File: src/rtl/tune_pkg.sv
// Package: shared state encodings and bus mode codes for the tuning sweep.
// Assumes a 3-bit mode code supplied by the host controller.
package tune_pkg;

    localparam logic [2:0] TMODE_EMMC200 = 3'd4;
    localparam logic [2:0] TMODE_SD104   = 3'd5;

    typedef enum logic [1:0] {
        AP_IDLE,
        AP_STB,
        AP_WAIT
    } apply_state_t;

    typedef enum logic [3:0] {
        SW_IDLE,
        SW_GO,
        SW_AWAIT,
        SW_TREQ,
        SW_TWAIT,
        SW_STEP,
        SW_FGO,
        SW_FWAIT,
        SW_DONE
    } sweep_state_t;

endpackage

File: src/rtl/tap_apply_unit.sv
// Module: tap_apply_unit
// Loads one delay tap by issuing REPS strobes in sequence. Each strobe waits up
// to TIMEOUT cycles for the done response. A timeout ends the sequence with
// ok_o low. fin_o pulses for one cycle when the sequence ends; ok_o is valid
// in that cycle.
// Assumes go_i is raised only while the unit is idle.
module tap_apply_unit
    import tune_pkg::*;
#(
    parameter int TIMEOUT = 8,
    parameter int REPS    = 2
) (
    input  logic clk,
    input  logic rst_n,
    input  logic go_i,
    input  logic apply_done_i,
    output logic stb_o,
    output logic busy_o,
    output logic fin_o,
    output logic ok_o
);

    localparam int TW = $clog2(TIMEOUT + 1);
    localparam int RW = $clog2(REPS + 1);

    apply_state_t  st_q;
    logic [TW-1:0] timer_q;
    logic [RW-1:0] rep_q;
    logic          last_rep;
    logic          expired;

    // Decode whether this is the final repetition and whether the wait has run out.
    always_comb begin
        last_rep = (rep_q == RW'(REPS - 1));
        expired  = (timer_q == TW'(TIMEOUT - 1));
    end

    // Sequence strobe, wait and repeat; count cycles spent waiting.
    always_ff @(posedge clk) begin
        if (!rst_n) begin
            st_q    <= AP_IDLE;
            timer_q <= '0;
            rep_q   <= '0;
        end else begin
            case (st_q)
                AP_IDLE: begin
                    if (go_i) begin
                        st_q  <= AP_STB;
                        rep_q <= '0;
                    end
                end
                AP_STB: begin
                    st_q    <= AP_WAIT;
                    timer_q <= '0;
                end
                AP_WAIT: begin
                    if (apply_done_i) begin
                        if (last_rep) begin
                            st_q <= AP_IDLE;
                        end else begin
                            rep_q <= rep_q + 1'b1;
                            st_q  <= AP_STB;
                        end
                    end else if (expired) begin
                        st_q <= AP_IDLE;
                    end else begin
                        timer_q <= timer_q + 1'b1;
                    end
                end
                default: st_q <= AP_IDLE;
            endcase
        end
    end

    // Drive the strobe, busy and completion outputs from the state.
    always_comb begin
        stb_o  = (st_q == AP_STB);
        busy_o = (st_q != AP_IDLE);
        fin_o  = (st_q == AP_WAIT) && ((apply_done_i && last_rep) || (!apply_done_i && expired));
        ok_o   = (st_q == AP_WAIT) && apply_done_i && last_rep;
    end

    // a strobe lasts exactly one cycle
    p_stb_single_r3: assert property (@(posedge clk) disable iff (!rst_n)
        stb_o |=> !stb_o);

    // the wait counter never passes the timeout bound
    p_timer_bound_r4: assert property (@(posedge clk) disable iff (!rst_n)
        timer_q < TW'(TIMEOUT));

    // after completion the unit is idle again
    p_fin_idle_r4: assert property (@(posedge clk) disable iff (!rst_n)
        fin_o |=> !busy_o);

    // a new sequence starts only from idle
    p_go_idle_r3: assert property (@(posedge clk) disable iff (!rst_n)
        go_i |-> !busy_o);

endmodule

File: src/rtl/streak_tracker.sv
// Module: streak_tracker
// Keeps the current run of passing taps, the longest run so far and the tap on
// which that longest run ended. pick_o is the centre tap of the longest run.
// Assumes taps are recorded in ascending order and clear_i comes before a sweep.
module streak_tracker #(
    parameter int TAP_W     = 6,
    parameter int TAP_COUNT = 40
) (
    input  logic             clk,
    input  logic             rst_n,
    input  logic             clear_i,
    input  logic             rec_i,
    input  logic             pass_i,
    input  logic [TAP_W-1:0] tap_i,
    output logic [TAP_W-1:0] pick_o,
    output logic             found_o
);

    localparam int SW = $clog2(TAP_COUNT + 1);

    logic [SW-1:0]    cur_q;
    logic [SW-1:0]    best_q;
    logic [TAP_W-1:0] end_q;
    logic [SW-1:0]    cur_next;

    // Length the current run would reach if this tap passes.
    always_comb cur_next = cur_q + 1'b1;

    // Update the current and best runs on each recorded tap result.
    always_ff @(posedge clk) begin
        if (!rst_n || clear_i) begin
            cur_q  <= '0;
            best_q <= '0;
            end_q  <= '0;
        end else if (rec_i) begin
            if (pass_i) begin
                cur_q <= cur_next;
                if (cur_next > best_q) begin
                    best_q <= cur_next;
                    end_q  <= tap_i;
                end
            end else begin
                cur_q <= '0;
            end
        end
    end

    // Centre of the best run: end tap minus half its length, rounded down.
    always_comb begin
        pick_o  = end_q - TAP_W'(best_q >> 1);
        found_o = (best_q != '0);
    end

    // the best run only grows between clears
    p_best_grows_r5: assert property (@(posedge clk) disable iff (!rst_n)
        !clear_i |=> best_q >= $past(best_q));

    // the current run never exceeds the best run
    p_cur_le_best_r5: assert property (@(posedge clk) disable iff (!rst_n)
        cur_q <= best_q);

    // the selected tap lies at or before the end of the best run
    p_pick_in_run_r6: assert property (@(posedge clk) disable iff (!rst_n)
        found_o |-> pick_o <= end_q);

endmodule

File: src/rtl/tune_sweep_engine.sv
// Module: tune_sweep_engine (top)
// Sweeps the receive sampling delay over taps 0..TAP_COUNT-1. Each tap is
// applied twice, then one external pass/fail test runs. When the sweep ends,
// the centre tap of the longest passing run is applied, and done pulses.
// Assumes start_i arrives only while idle, and that each test_ack_i answers
// one test_req_o.
module tune_sweep_engine
    import tune_pkg::*;
#(
    parameter int TAP_W         = 6,
    parameter int TAP_COUNT     = 40,
    parameter int APPLY_TIMEOUT = 8,
    parameter int APPLY_REPS    = 2
) (
    input  logic             clk,
    input  logic             rst_n,
    input  logic             start_i,
    input  logic [2:0]       mode_i,
    output logic             done_o,
    output logic             error_o,
    output logic [TAP_W-1:0] tap_o,
    output logic             apply_stb_o,
    input  logic             apply_done_i,
    output logic             test_req_o,
    input  logic             test_ack_i,
    input  logic             test_pass_i
);

    localparam logic [TAP_W-1:0] LAST_TAP = TAP_W'(TAP_COUNT - 1);

    sweep_state_t     st_q;
    logic [TAP_W-1:0] tap_q;
    logic             err_q;
    logic             tune_mode;
    logic             ap_go, ap_busy, ap_fin, ap_ok;
    logic             rec, rec_pass, clear;
    logic [TAP_W-1:0] pick;
    logic             found;

    // Decode the modes that need a sweep and the control pulses to the sub-units.
    always_comb begin
        tune_mode = (mode_i == TMODE_EMMC200) || (mode_i == TMODE_SD104);
        ap_go     = (st_q == SW_GO) || (st_q == SW_FGO);
        clear     = (st_q == SW_IDLE) && start_i && tune_mode;
        rec       = ((st_q == SW_AWAIT) && ap_fin && !ap_ok) ||
                    ((st_q == SW_TWAIT) && test_ack_i);
        rec_pass  = (st_q == SW_TWAIT) && test_pass_i;
    end

    tap_apply_unit #(
        .TIMEOUT (APPLY_TIMEOUT),
        .REPS    (APPLY_REPS)
    ) u_apply (
        .clk          (clk),
        .rst_n        (rst_n),
        .go_i         (ap_go),
        .apply_done_i (apply_done_i),
        .stb_o        (apply_stb_o),
        .busy_o       (ap_busy),
        .fin_o        (ap_fin),
        .ok_o         (ap_ok)
    );

    streak_tracker #(
        .TAP_W     (TAP_W),
        .TAP_COUNT (TAP_COUNT)
    ) u_streak (
        .clk     (clk),
        .rst_n   (rst_n),
        .clear_i (clear),
        .rec_i   (rec),
        .pass_i  (rec_pass),
        .tap_i   (tap_q),
        .pick_o  (pick),
        .found_o (found)
    );

    // Sweep sequencer: apply, test, step, then final apply or error.
    always_ff @(posedge clk) begin
        if (!rst_n) begin
            st_q  <= SW_IDLE;
            tap_q <= '0;
            err_q <= 1'b0;
        end else begin
            case (st_q)
                SW_IDLE: begin
                    if (start_i) begin
                        err_q <= 1'b0;
                        if (tune_mode) begin
                            tap_q <= '0;
                            st_q  <= SW_GO;
                        end else begin
                            st_q <= SW_DONE;
                        end
                    end
                end
                SW_GO:    st_q <= SW_AWAIT;
                SW_AWAIT: begin
                    if (ap_fin) st_q <= ap_ok ? SW_TREQ : SW_STEP;
                end
                SW_TREQ:  st_q <= SW_TWAIT;
                SW_TWAIT: begin
                    if (test_ack_i) st_q <= SW_STEP;
                end
                SW_STEP: begin
                    if (tap_q == LAST_TAP) begin
                        if (found) begin
                            tap_q <= pick;
                            st_q  <= SW_FGO;
                        end else begin
                            err_q <= 1'b1;
                            st_q  <= SW_DONE;
                        end
                    end else begin
                        tap_q <= tap_q + 1'b1;
                        st_q  <= SW_GO;
                    end
                end
                SW_FGO:   st_q <= SW_FWAIT;
                SW_FWAIT: begin
                    if (ap_fin) begin
                        err_q <= !ap_ok;
                        st_q  <= SW_DONE;
                    end
                end
                SW_DONE:  st_q <= SW_IDLE;
                default:  st_q <= SW_IDLE;
            endcase
        end
    end

    // Drive the handshake and tap outputs.
    always_comb begin
        tap_o      = tap_q;
        test_req_o = (st_q == SW_TREQ);
        done_o     = (st_q == SW_DONE);
        error_o    = (st_q == SW_DONE) && err_q;
    end

    // error only together with done
    p_err_with_done_r10: assert property (@(posedge clk) disable iff (!rst_n)
        error_o |-> done_o);

    // done is a single-cycle pulse
    p_done_pulse_r10: assert property (@(posedge clk) disable iff (!rst_n)
        done_o |=> !done_o);

    // the tap stays inside the swept range
    p_tap_limit_r2: assert property (@(posedge clk) disable iff (!rst_n)
        tap_q <= LAST_TAP);

    // the tap is steady while a strobe is presented
    p_tap_hold_r3: assert property (@(posedge clk) disable iff (!rst_n)
        apply_stb_o |-> $stable(tap_o));

    // a test is requested only once tap application has finished
    p_test_after_apply_r3: assert property (@(posedge clk) disable iff (!rst_n)
        test_req_o |-> !ap_busy);

    // with no passing tap the sweep ends without a final application
    p_no_final_r8: assert property (@(posedge clk) disable iff (!rst_n)
        (st_q == SW_STEP && tap_q == LAST_TAP && !found) |=> (done_o && error_o));

endmodule

File: config.mk
export PLATFORM = sky130hd
export DESIGN_NAME = tune_sweep_engine
export DESIGN_NICKNAME = d
export VERILOG_FILES = /design/src/rtl/tune_pkg.sv /design/src/rtl/tap_apply_unit.sv /design/src/rtl/streak_tracker.sv /design/src/rtl/tune_sweep_engine.sv
export SDC_FILE = /design/constraint.sdc
export NUM_CORES = 1
export LEC_CHECK = 0
export ABC_AREA = 0
export BUFFER_PORTS_ARGS = -buffer_cell sky130_fd_sc_hd__buf_4
export CAP_MARGIN = 10
export CELL_PAD_IN_SITES_DETAIL_PLACEMENT = 1
export CELL_PAD_IN_SITES_GLOBAL_PLACEMENT = 1
export CORE_ASPECT_RATIO = 1.4
export CORE_UTILIZATION = 40
export CTS_CLUSTER_DIAMETER = 40
export DETAILED_ROUTE_END_ITERATION = 7
export PLACE_DENSITY = 0.77
export SLEW_MARGIN = 15
export SYNTH_ARGS = -nofsm -noshare
export SYNTH_HDL_FRONTEND = slang
export SYNTH_SLANG_ARGS = --single-unit
File: constraint.sdc
create_clock -name clk -period 2.3 [get_ports clk]
set_input_delay 0.115 -clock clk [delete_from_list [all_inputs] [get_ports clk]]
set_output_delay 0.115 -clock clk [all_outputs]
set_load 0.02 [all_outputs]
== Word-level counts from Yosys, hierarchy flattened ==
Index checks and enable logic that the tools add are counted.
Word-level totals
  RAM bits: 0
  latch bits: 0
  input port bits: 9
  logic and storage cells: 110
  ROM bits: 0
  output and inout port bits: 10
  bits in registers: 37
  memories: 0
Operators by class
  shifts and indexed selects: 0
  equal/unequal tests: 29
  $lt $le $gt $ge: 1
  $mul: 0
  add/sub/neg operators: 5
  reduce and logical (&&, ||, !) cells: 34
  multiplexer cells: 32
  divide/modulo/power cells: 0
  bitwise operators: 0
Operators by type and width (number)
  4-bit two-way mux: 9
  4-bit case mux with 8 select lines: 1
  6-bit two-way mux: 5
  2-bit != test, second input constant: 12
  4-bit by 3-bit equality test with 1-bit output, second input constant: 5
  6-bit by 1-bit adder with 6-bit output, second input constant: 2
  1-bit logical AND: 12
  2-bit two-way mux: 6
  6-bit case mux with 2 select lines: 1
  4-bit AND reduction: 3
  4-bit by 2-bit equality test with 1-bit output, second input constant: 2
  4-bit case mux with 2 select lines: 1
  3-bit equality test, second input constant: 2
  6-bit equality test, second input constant: 1
  6-bit > comparator: 1
  2-bit case mux with 3 select lines: 1
  3-bit AND reduction: 2
  2-bit nonzero test: 3
  6-bit nonzero test: 1
  6-bit by 5-bit subtractor with 6-bit output: 1
  1-bit logical OR: 5
  1-bit two-way mux: 5
  5-bit AND reduction: 1
  4-bit by 1-bit adder with 4-bit output, second input constant: 1
  15 further kinds: 18

== Depth between registers and ports, before layout ==
Gate-level depths: netlist (run 1).
  word-level depth: 8
  mapped depth: 10

== Modules after synthesis ==
Synthesis (run 1) repeated with hierarchy kept, for this count alone.
Unflattened totals
  cell total of the unflattened synthesis: 308
  area, all modules: 2553.7 um^2
Modules (own cells, without submodules)
  streak_tracker: times used 1, cells an instance 138, area an instance 1187.4 um^2
  tune_sweep_engine: times used 1, cells an instance 118, area an instance 870.8 um^2
  tap_apply_unit: times used 1, cells an instance 52, area an instance 495.5 um^2

== Least setup slack after synthesis (run 1) ==
No wires, ideal clock.
  path kind: flip-flop to flip-flop
  start point: register u_streak.cur_q[0]
  end point: register u_streak.end_q[4]
  period minus slack after synthesis: 2.303 ns
  setup time: 0.071 ns
  arrival time: 2.232 ns
  cell stages (with the launch flop): 11
  slack: -0.003 ns
  path through: dfxtp_1 ha_1 nand3_1 xnor2_1 ha_1 and4_1 a311oi_1 and2_1 buf_2 nand3_1 a21oi_1
On the way
  cells in the longest elaborated chain, start to end: 3
RTL lines
  from (decl): RTL line streak_tracker.sv:21  | logic [SW-1:0] cur_q;
  from (signal assigned): RTL line streak_tracker.sv:37  | cur_q <= cur_next;
  6-bit by 1-bit adder with 6-bit output: RTL line streak_tracker.sv:27  | always_comb cur_next = cur_q + 1'b1;
  named net u_streak.cur_next[4]: RTL line streak_tracker.sv:24  | logic [SW-1:0] cur_next;
  6-bit > comparator: RTL line streak_tracker.sv:38  | if (cur_next > best_q) begin
  3-bit AND reduction (no source line)
  to (signal assigned): RTL line streak_tracker.sv:40  | end_q <= tap_i;
  to (decl): RTL line streak_tracker.sv:23  | logic [TAP_W-1:0] end_q;
The timed path passes the listed nets, and every way through them passes these cells.
A chain may end at the register's enable or synchronous reset.

== Worst setup path in the final report (run 1) ==
  start point: register u_streak.cur_q[0]
  end point: register u_streak.best_q[2]
On the way
  cells in the longest elaborated chain, start to end: 3
RTL lines
  6-bit by 1-bit adder with 6-bit output: RTL line streak_tracker.sv:27
  named net u_streak.cur_next[4]: RTL line streak_tracker.sv:24
  6-bit > comparator: RTL line streak_tracker.sv:38
  3-bit AND reduction (no source line)
  to (signal assigned): RTL line streak_tracker.sv:39  | best_q <= cur_next;
  to (decl): RTL line streak_tracker.sv:22  | logic [SW-1:0] best_q;
The timed path passes the listed nets, and every way through them passes these cells.

==> flow_metrics.env, run 1 <==
export IMPL_postSynthAreaPerCell_um2=8.242
export IMPL_diodes=0
export IMPL_finalCritPeriodShare=1.054
export IMPL_failed_checks="setup timing"
export IMPL_synth_nets=311
export IMPL_cts_htree_levels=2
export IMPL_endpoint_kind="flip-flop"
export IMPL_crit_path_start="u_streak.cur_q[0]$_SDFFE_PP0N_"
export IMPL_run_status="finished, violations left"
export IMPL_worstPathMaxFanout=5
export IMPL_synth_cell_area_mm2=0.002357
export IMPL_dp_hpwl_mm=5.544
export IMPL_grt_remaining_overflow=0
export IMPL_placed_cell_area_mm2=0.002814
export IMPL_ant_nets=0
export IMPL_hold_path_class="in -> reg"
export IMPL_die_area_mm2=0.006208
export IMPL_worst_slack_ns=-0.1243
export IMPL_syn_to_final_growth_pct=29.99
export IMPL_synth_seq_cells=37
export IMPL_p_leak_nw=1.212
export IMPL_cts_tree="yes"
export IMPL_p_total_mw=1.428
export IMPL_finalClockSkew_ns=0.01377
export IMPL_rsz0062_at_grt="yes"
export IMPL_final_common_cell="buf_4"
export IMPL_finalSetupViolCount=2
export IMPL_worst_pin_slew_ns=0.5128
export IMPL_drc=0
export IMPL_drtIter0Drc=71
export IMPL_maxCapViolCount=0
export IMPL_dieWidth_um=66.88
export IMPL_finalInstanceArea_mm2=0.003064
export IMPL_ys_types=61
export IMPL_wl_per_cell_um=19.02
export IMPL_place_congestion=0.8133
export IMPL_hp_start="rst_n"
export IMPL_ir_drop_uv=437.6
export IMPL_boundaryPins=19
export IMPL_clk_pin_slew_ns=0.08
export IMPL_routed_wl_mm=7.742
export IMPL_num_rows=32
export IMPL_finalNetCount=363
export IMPL_setup_worst_path_class="reg -> reg"
export IMPL_clockBufferDepth=2
export IMPL_cp_arrival_ns=2.61
export IMPL_start_util=0.4205
export IMPL_power_density_mw_per_mm2=466.1
export IMPL_ys_seq_area_frac=0.3142
export IMPL_drive_gt1_frac=0.2596
export IMPL_cts_hold_buf=0
export IMPL_drt_pass1_iterations=4
export IMPL_vias_per_cell=6.076
export IMPL_first_global_vias=2520
export IMPL_ys_warn_count=0
export IMPL_root_buffer="clkbuf_8"
export IMPL_cp_start_kind="flip-flop"
export IMPL_final_cell_mix="buf_4, dfxtp_1, nand2_1, nor2_1, a21oi_1"
export IMPL_r2r_start="u_streak.cur_q[0]$_SDFFE_PP0N_"
export IMPL_core_mm2=0.005605
export IMPL_grt_pass1_wl_mm=11.67
export IMPL_period_needed_ns=2.424
export IMPL_worstPathRequired_ns=2.49
export IMPL_synth_edf_count=0
export IMPL_grt_max_degree=19
export IMPL_antenna_found_initial=0
export IMPL_via_count=2473
export IMPL_synth_cells=286
export IMPL_cts_sinks=37
export IMPL_hold_viol=0
export IMPL_async_flop_share=0
export IMPL_insertion_delay_ns=0.31
export IMPL_die_h_um=92.83
export IMPL_slew_headroom=0.6544
export IMPL_cts_buffers=5
export IMPL_max_freq_mhz=412.5
export IMPL_synth_ff_type="dfxtp_1"
export IMPL_grt_usage=0.2519
export IMPL_slew_violations=0
export IMPL_fin_setup_tns_ns=-0.1265
export IMPL_place_port_buffers=17
[critical path: stages (launching register included)]
cell and delay (ns):
dfxtp_4 0.39, ha_4 0.16, nand3_1 0.13, xnor2_2 0.17, ha_1 0.32, a21o_1 0.19
a221oi_2 0.25, buf_4 0.17, nor2_4 0.04, buf_4 0.15, o31ai_1 0.33
[synth_stat cells, types with 2 or more instances]
library cell | n | area [um2]
dfxtp_1 | 37 | 740.7
nand2_1 | 22 | 82.58
nor2_1 | 22 | 82.58
a21oi_1 | 21 | 105.1
inv_1 | 16 | 60.06
ha_1 | 15 | 187.7
nand3_1 | 14 | 70.07
nand4_1 | 10 | 62.56
nor3_1 | 9 | 45.04
o21ai_0 | 9 | 45.04
o31ai_1 | 9 | 67.56
clkbuf_1 | 8 | 30.03
a21o_1 | 6 | 45.04
xor2_1 | 6 | 52.55
and2_1 | 5 | 31.28
a22oi_1 | 4 | 30.03
a31oi_1 | 4 | 25.02
nand3b_1 | 4 | 30.03
a311oi_1 | 3 | 26.28
and4_1 | 3 | 26.28
buf_2 | 3 | 15.01
mux2i_1 | 3 | 30.03
nand2b_1 | 3 | 18.77
nor2b_1 | 3 | 18.77
or4b_1 | 3 | 30.03
a2111oi_0 | 2 | 17.52
a211oi_1 | 2 | 15.01
and3_1 | 2 | 12.51
nor3b_1 | 2 | 15.01
o211ai_1 | 2 | 15.01
o21a_1 | 2 | 15.01
o22ai_1 | 2 | 12.51
xnor2_1 | 2 | 17.52
[power by group]
part / total, mW / leakage (nW) / switching, mW / internal (mW)
clock network: 0.607 / 0.0585 / 0.253 / 0.354
logic: 0.164 / 0.853 / 0.0969 / 0.0671
registers: 0.657 / 0.300 / 0.0116 / 0.646
[cells by family (layout without fill, tap and decap cells)]
group | count (synthesis) | in the layout | synth area share
multiplexers | 3 | 3 | 0.01274
XOR/XNOR | 8 | 8 | 0.02973
AO/OA/AOI/OAI | 80 | 80 | 0.2394
AND/OR/NAND/NOR | 114 | 114 | 0.2697
flip-flops | 37 | 37 | 0.3142
adder cells (fa/ha/maj) | 16 | 16 | 0.08811
buffers and inverters | 28 | 81 | 0.04618
[stage by stage]
stage	hold slack (ns)	setup WS, ns	cells	util
6_report	0.1314	-0.1243	407	0.5467
5_1_grt	0.1296	-0.1629	407	0.5467
4_1_cts	0.1351	0.004249	405	0.5299
3_5_place_dp	0.4425	-0.1044	397	0.5020
3_3_place_gp	0.4347	-0.01198	397	0.5020
2_1_floorplan	0.3982	0.01892	286	-
[worst paths after layout]
check / to / slack, ns / cells past startpoint
min: st_q[1]$_SDFFE_PN0P_ / 0.13 / 2
max reg2reg: u_streak.best_q[2]$_SDFFE_PP0P_ / -0.12 / 10
min reg2reg: err_q$_SDFFE_PN0P_ / 0.47 / 2
max: u_streak.best_q[2]$_SDFFE_PP0P_ / -0.12 / 10
[routing by layer]
metal  GRT usage  up-vias  wire [um]
met5           0        -          0
met4      0.1241        0        307
met3     0.04310       24        177
met2      0.4621       47       4185
met1      0.2655     1226       3070
li1            -     1176          -
[repair_timing]
action / CTS / global route
setup buffers: 0 / 2
setup endpoints to repair: 12 / 13
gates resized for setup: 11 / 13
cloned: 0 / 0
hold endpoints to repair: 0 / 0
pin swaps: 1 / 6
[cell type report]
type,instances,area (um2)
Inverter,16,60.06
Clock inverter,1,30.03
Timing Repair Buffer,57,427.9
Sequential cell,37,749.5
Fill cell,699,2541
Multi-Input combinational cell,221,1625
Tap cell,68,85.08
Clock buffer,7,86.33
[sequential cells by signal (all words and copies together), names as in the netlist, 2 cells and up]
register / count
tap_o: 6
u_streak.best_q: 6
u_streak.cur_q: 6
u_streak.end_q: 6
st_q: 4
u_apply.timer_q: 4
u_apply.rep_q: 2
u_apply.st_q: 2
(Power assumes the default switching activity.)
==> run 2, diff against run 1 <==
--- a/config.mk
+++ b/config.mk
@@ -8,13 +8,11 @@
 export ABC_AREA = 0
 export BUFFER_PORTS_ARGS = -buffer_cell sky130_fd_sc_hd__buf_4
 export CAP_MARGIN = 10
-export CELL_PAD_IN_SITES_DETAIL_PLACEMENT = 1
-export CELL_PAD_IN_SITES_GLOBAL_PLACEMENT = 1
 export CORE_ASPECT_RATIO = 1.4
 export CORE_UTILIZATION = 40
 export CTS_CLUSTER_DIAMETER = 40
 export DETAILED_ROUTE_END_ITERATION = 7
-export PLACE_DENSITY = 0.77
+export PLACE_DENSITY = 0.59
 export SLEW_MARGIN = 15
 export SYNTH_ARGS = -nofsm -noshare
 export SYNTH_HDL_FRONTEND = slang
==> constraint.sdc (replaced) <==
create_clock -name clk -period 2.9 [get_ports clk]
set_input_delay 0.145 -clock clk [delete_from_list [all_inputs] [get_ports clk]]
set_output_delay 0.145 -clock clk [all_outputs]
set_load 0.02 [all_outputs]
==> run 2 against run 1 <==
The flow now finishes without violations. Routed wire length down 26%. Cell area down 14%. Via count decreased by 13%. Core utilization down 7.5 points. Critical path type unchanged.
==> flow_metrics.env, run 2 (synthesis gave the netlist of run 1 again) <==
export IMPL_cp_slowest_stage_delay_ns=0.43
export IMPL_drc=0
export IMPL_finalSetupViolCount=0
export IMPL_path_cells="ha_1, nand3_1, xnor2_1, ha_1, and4_1, a311oi_1, nand2_1, nor2_2, a211oi_1"
export IMPL_regArea_um2=740.7
export IMPL_finalInstanceArea_mm2=0.002645
export IMPL_cts_buffers=5
export IMPL_place_congestion=0.8334
export IMPL_root_buffer="clkbuf_8"
export IMPL_drtIter0Drc=147
export IMPL_grt_max_degree=19
export IMPL_final_common_cell="dfxtp_1"
export IMPL_dieWidth_um=66.88
export IMPL_die_h_um=92.83
export IMPL_insertion_delay_ns=0.28
export IMPL_period_needed_ns=2.632
export IMPL_fin_setup_tns_ns=0
export IMPL_multi_input_area_mm2=0.001508
export IMPL_run_status="complete, no violations"
export IMPL_hold_path_class="in -> reg"
export IMPL_endpoint_kind="flip-flop"
export IMPL_power_density_mw_per_mm2=378.5
export IMPL_cp_start_kind="flip-flop"
export IMPL_clk_pin_slew_ns=0.08
export IMPL_cp_arrival_ns=2.76
export IMPL_setup_worst_path_class="reg -> reg"
export IMPL_final_cell_mix="dfxtp_1, nand2_1, nor2_1, buf_4, a21oi_1"
export IMPL_hold_viol=0
export IMPL_cp_buffers_inverters=0
export IMPL_worst_pin_slew_ns=0.6427
export IMPL_worstPathRequired_ns=3.03
export IMPL_routed_wl_mm=5.764
export IMPL_crit_family="simple AND/OR/NAND/NOR gates"
export IMPL_max_freq_mhz=379.9
export IMPL_boundaryPins=19
export IMPL_syn_to_final_growth_pct=12.21
export IMPL_slew_headroom=0.5705
export IMPL_grt_remaining_overflow=0
export IMPL_final_core_util=0.4719
export IMPL_first_global_vias=2052
export IMPL_cts_hold_buf=0
export IMPL_ir_drop_uv=214.9
export IMPL_diodes=0
export IMPL_p_leak_nw=0.9901
export IMPL_grt_pass1_wl_mm=9.735
export IMPL_dp_hpwl_mm=4.322
export IMPL_slowest_stage="dfxtp_1"
export IMPL_cts_htree_levels=2
export IMPL_cts_sinks=37
export IMPL_rsz0062_at_grt="no"
export IMPL_fillers=580
export IMPL_maxCapViolCount=0
export IMPL_drt_pass1_iterations=4
export IMPL_core_mm2=0.005605
export IMPL_worstPathMaxFanout=8
export IMPL_finalCritPeriodShare=0.9076
export IMPL_placed_cell_area_mm2=0.002559
export IMPL_drive_gt1_frac=0.1188
export IMPL_finalClockSkew_ns=0.007819
export IMPL_num_rows=32
export IMPL_cts_tree="yes"
export IMPL_vias_per_cell=5.830
export IMPL_place_port_buffers=17
export IMPL_slew_violations=0
export IMPL_wl_per_cell_um=15.54
export IMPL_start_util=0.4205
export IMPL_antenna_found_initial=0
export IMPL_post_cts_buffers=0
export IMPL_clockBufferDepth=2
export IMPL_ant_nets=0
export IMPL_cp_common_cell="ha_1"
export IMPL_hold_worst_slack_ns=0.1714
export IMPL_die_area_mm2=0.006208
export IMPL_finalNetCount=328
export IMPL_grt_usage=0.2051
export IMPL_via_count=2163
export IMPL_cts_resized=0
-- run 2: cell types whose count changed in the layout (fill, tap and decap cells not counted), sizes merged --
cell / previous run / this run
buf: 57 / 22
bufinv: 1 / 0
-- run 2: cell type report --
cell class | instances | share of cell area
clock buffers | 7 | 0.03264
well taps | 68 | 0.03217
inverters | 16 | 0.02271
multi-input cells | 221 | 0.5700
flip-flops and latches | 37 | 0.2800
repair buffers | 22 | 0.06244
-- run 2: path summary, 6_finish.rpt --
check                                               startpoint                               to  slack, ns  depth (start not counted)
worst max-delay path            u_streak.cur_q[0]$_SDFFE_PP0N_  u_streak.best_q[0]$_SDFFE_PP0P_       0.27                          9
worst min-delay path                                     rst_n             st_q[1]$_SDFFE_PN0P_       0.17                          2
worst max register to register  u_streak.cur_q[0]$_SDFFE_PP0N_  u_streak.best_q[0]$_SDFFE_PP0P_       0.27                          9
worst min register to register              err_q$_SDFFE_PN0P_               err_q$_SDFFE_PN0P_       0.46                          2
-- run 2: metrics by stage --
stage	setup slack (ns)	total power [mW]	cells
6_report	0.2678	1.001	371
5_1_grt	0.005258	1.045	371
4_1_cts	0.2640	1.013	371
3_5_place_dp	0.2752	0.6404	364
3_3_place_gp	0.2948	0.6396	364
2_1_floorplan	0.5973	0.6092	286
-- run 2: layer usage --
| metal | global-route usage | vias up | share of wire |
|---|---|---|---|
| li1 | - | 1106 | - |
| met1 | 0.2494 | 1010 | 0.45 |
| met2 | 0.3468 | 38 | 0.50 |
| met3 | 0.03079 | 9 | 0.027 |
| met4 | 0.09043 | 0 | 0.020 |
| met5 | 0 | - | 0 |
-- run 2: report_power, final --
group / total, mW / internal [mW] / switching (mW)
Clock: 0.373 / 0.189 / 0.184
Sequential: 0.531 / 0.514 / 0.0177
Combinational: 0.0972 / 0.0378 / 0.0594
Total: 1.00 / 0.741 / 0.261
==> run 3, diff against run 2 <==
--- a/config.mk
+++ b/config.mk
@@ -8,11 +8,13 @@
 export ABC_AREA = 0
 export BUFFER_PORTS_ARGS = -buffer_cell sky130_fd_sc_hd__buf_4
 export CAP_MARGIN = 10
+export CELL_PAD_IN_SITES_DETAIL_PLACEMENT = 0
+export CELL_PAD_IN_SITES_GLOBAL_PLACEMENT = 2
 export CORE_ASPECT_RATIO = 1.4
-export CORE_UTILIZATION = 40
+export CORE_UTILIZATION = 39
 export CTS_CLUSTER_DIAMETER = 40
 export DETAILED_ROUTE_END_ITERATION = 7
-export PLACE_DENSITY = 0.59
+export PLACE_DENSITY = 0.87
 export SLEW_MARGIN = 15
 export SYNTH_ARGS = -nofsm -noshare
 export SYNTH_HDL_FRONTEND = slang
==> run 3 against run 2 <==
Non-clock buffer count grew 2. Sequential power shrank 1%. Cell area grew 1.4%. Clock-buffer cell count is the same. Via count grew 2.4%. Worst hold slack lost 0.018 ns. Sequential share of layout area shrank 0.39 points. Critical path type unchanged.
==> flow_metrics.env, run 3 (synthesis gave the netlist of run 1 again) <==
export IMPL_die_area_mm2=0.006364
export IMPL_dp_hpwl_mm=4.557
export IMPL_dp_slack_ns=0.2266
export IMPL_dieWidth_um=67.71
export IMPL_num_rows=33
export IMPL_routed_wl_mm=6.089
export IMPL_place_congestion=0.7626
export IMPL_worst_slack_ns=0.3096
export IMPL_cp_start_kind="flip-flop"
export IMPL_drt_pass1_iterations=4
export IMPL_finalInstanceArea_mm2=0.002683
export IMPL_final_core_util=0.4575
export IMPL_cts_htree_levels=2
export IMPL_rr_worst_depth=9
export IMPL_die_h_um=93.99
export IMPL_worstPathRequired_ns=3.05
export IMPL_worstPathMaxFanout=8
export IMPL_slew_violations=0
export IMPL_syn_to_final_growth_pct=13.80
export IMPL_drive_gt1_frac=0.1307
export IMPL_drc=0
export IMPL_endpoint_kind="flip-flop"
export IMPL_clockBufferDepth=2
export IMPL_cts_tree="yes"
export IMPL_met1_usage=0.2648
export IMPL_rsz0062_at_grt="no"
export IMPL_drtIter0Drc=191
export IMPL_fin_setup_tns_ns=0
export IMPL_wl_per_cell_um=16.19
export IMPL_r2r_start="u_streak.cur_q[0]$_SDFFE_PP0N_"
export IMPL_via_count=2215
export IMPL_slowest_stage="dfxtp_1"
export IMPL_grt_remaining_overflow=0
export IMPL_finalClockSkew_ns=0.008894
export IMPL_finalSetupViolCount=0
export IMPL_final_common_cell="dfxtp_1"
export IMPL_cts_hold_buf=0
export IMPL_insertion_delay_ns=0.30
export IMPL_whs_path_depth=2
export IMPL_vias_per_cell=5.891
export IMPL_cp_slowest_stage_delay_ns=0.42
export IMPL_p_leak_nw=1.011
export IMPL_diodes=0
export IMPL_crit_family="simple AND/OR/NAND/NOR gates"
export IMPL_cts_sinks=37
export IMPL_root_buffer="clkbuf_8"
export IMPL_hp_start="rst_n"
export IMPL_first_global_vias=2087
export IMPL_place_port_buffers=17
export IMPL_dp_cells=368
export IMPL_hold_path_class="in -> reg"
export IMPL_hold_end="st_q[1]$_SDFFE_PN0P_"
export IMPL_r2r_slack_ns=0.31
export IMPL_grt_usage=0.2108
export IMPL_fillers=623
export IMPL_power_density_mw_per_mm2=389.6
export IMPL_hold_worst_slack_ns=0.1532
export IMPL_slew_headroom=0.5619
export IMPL_setup_worst_path_class="reg -> reg"
export IMPL_r2r_end="u_streak.best_q[0]$_SDFFE_PP0P_"
export IMPL_run_status="complete, no violations"
export IMPL_worst_pin_slew_ns=0.6555
export IMPL_cp_common_cell="ha_1"
export IMPL_cp_buffers_inverters=0
export IMPL_final_cell_mix="dfxtp_1, buf_4, nand2_1, nor2_1, a21oi_1"
export IMPL_boundaryPins=19
export IMPL_finalCritPeriodShare=0.8932
export IMPL_clk_pin_slew_ns=0.08
export IMPL_hold_viol=0
export IMPL_finalNetCount=330
export IMPL_ant_nets=0
export IMPL_ir_drop_uv=184.1
export IMPL_cts_buffers=5
export IMPL_antenna_found_initial=0
export IMPL_stdcell_count=376
export IMPL_path_cells="ha_1, nand3_1, xnor2_1, ha_1, and4_1, a311oi_1, nand2_1, nor2_4, a211oi_1"
export IMPL_post_cts_buffers=0
export IMPL_start_util=0.4020
export IMPL_met2_usage=0.3474
export IMPL_max_freq_mhz=386.0
export IMPL_maxCapViolCount=0
export IMPL_use_met3=0.02913
export IMPL_placed_cell_area_mm2=0.002576
export IMPL_period_needed_ns=2.590
export IMPL_crit_path_start="u_streak.cur_q[0]$_SDFFE_PP0N_"
export IMPL_cp_arrival_ns=2.74
export IMPL_p_total_mw=1.045
export IMPL_grt_pass1_wl_mm=10.03
export IMPL_grt_max_degree=19
export IMPL_busiest_layer="met2"
export IMPL_core_mm2=0.005863
[run 3: changes by cell type in the layout (fill, tap and decap cells not counted)]
cell,before,now
clkbuf_8,6,7
buf_4,22,24
nor2_4,0,1
clkinv_2,0,1
clkbuf_1,1,0
nor2_2,1,0
[run 3: how the worst max path moves through the flow]
stage,slack (ns),endpoint,cells past startpoint
3_5_place_dp,0.23,u_streak.best_q[0]$_SDFFE_PP0P_,9
6_report,0.31,u_streak.best_q[0]$_SDFFE_PP0P_,9
3_3_place_gp,0.28,u_streak.best_q[0]$_SDFFE_PP0P_,9
4_1_cts,0.20,u_streak.best_q[0]$_SDFFE_PP0P_,9
2_1_floorplan,0.60,u_streak.end_q[4]$_SDFFE_PP0P_,10
5_1_grt,0.07,u_streak.end_q[2]$_SDFFE_PP0P_,10
[run 3: timing repair]
| action | 4_1_cts | 5_1_grt |
|---|---|---|
| gates resized for setup | 0 | 1 |
| endpoints found under the setup margin | 0 | 8 |
| hold endpoints to repair | 0 | 0 |
[run 3: layout make-up]
| type | instances | area (um2) | area share |
|---|---|---|---|
| inverter | 16 | 60.06 | 0.02239 |
| multi-input combinational | 221 | 1513 | 0.5639 |
| clock buffer | 7 | 96.34 | 0.03591 |
| clock inverter | 1 | 5.005 | 0.001866 |
| timing repair buffer | 24 | 180.2 | 0.06716 |
| sequential | 37 | 740.7 | 0.2761 |
| tap | 70 | 87.58 | 0.03265 |
[run 3: where the power goes]
part / switching (mW) / internal [mW]
Clock: 0.197 / 0.215
Sequential: 0.0113 / 0.514
Combinational: 0.0669 / 0.0408
[run 3: metal layers]
| metal | up-vias | part of all wire |
|---|---|---|
| li1 | 1118 | - |
| met5 | - | 0 |
| met4 | 0 | 0.023 |
| met1 | 1043 | 0.46 |
| met3 | 11 | 0.033 |
| met2 | 43 | 0.48 |
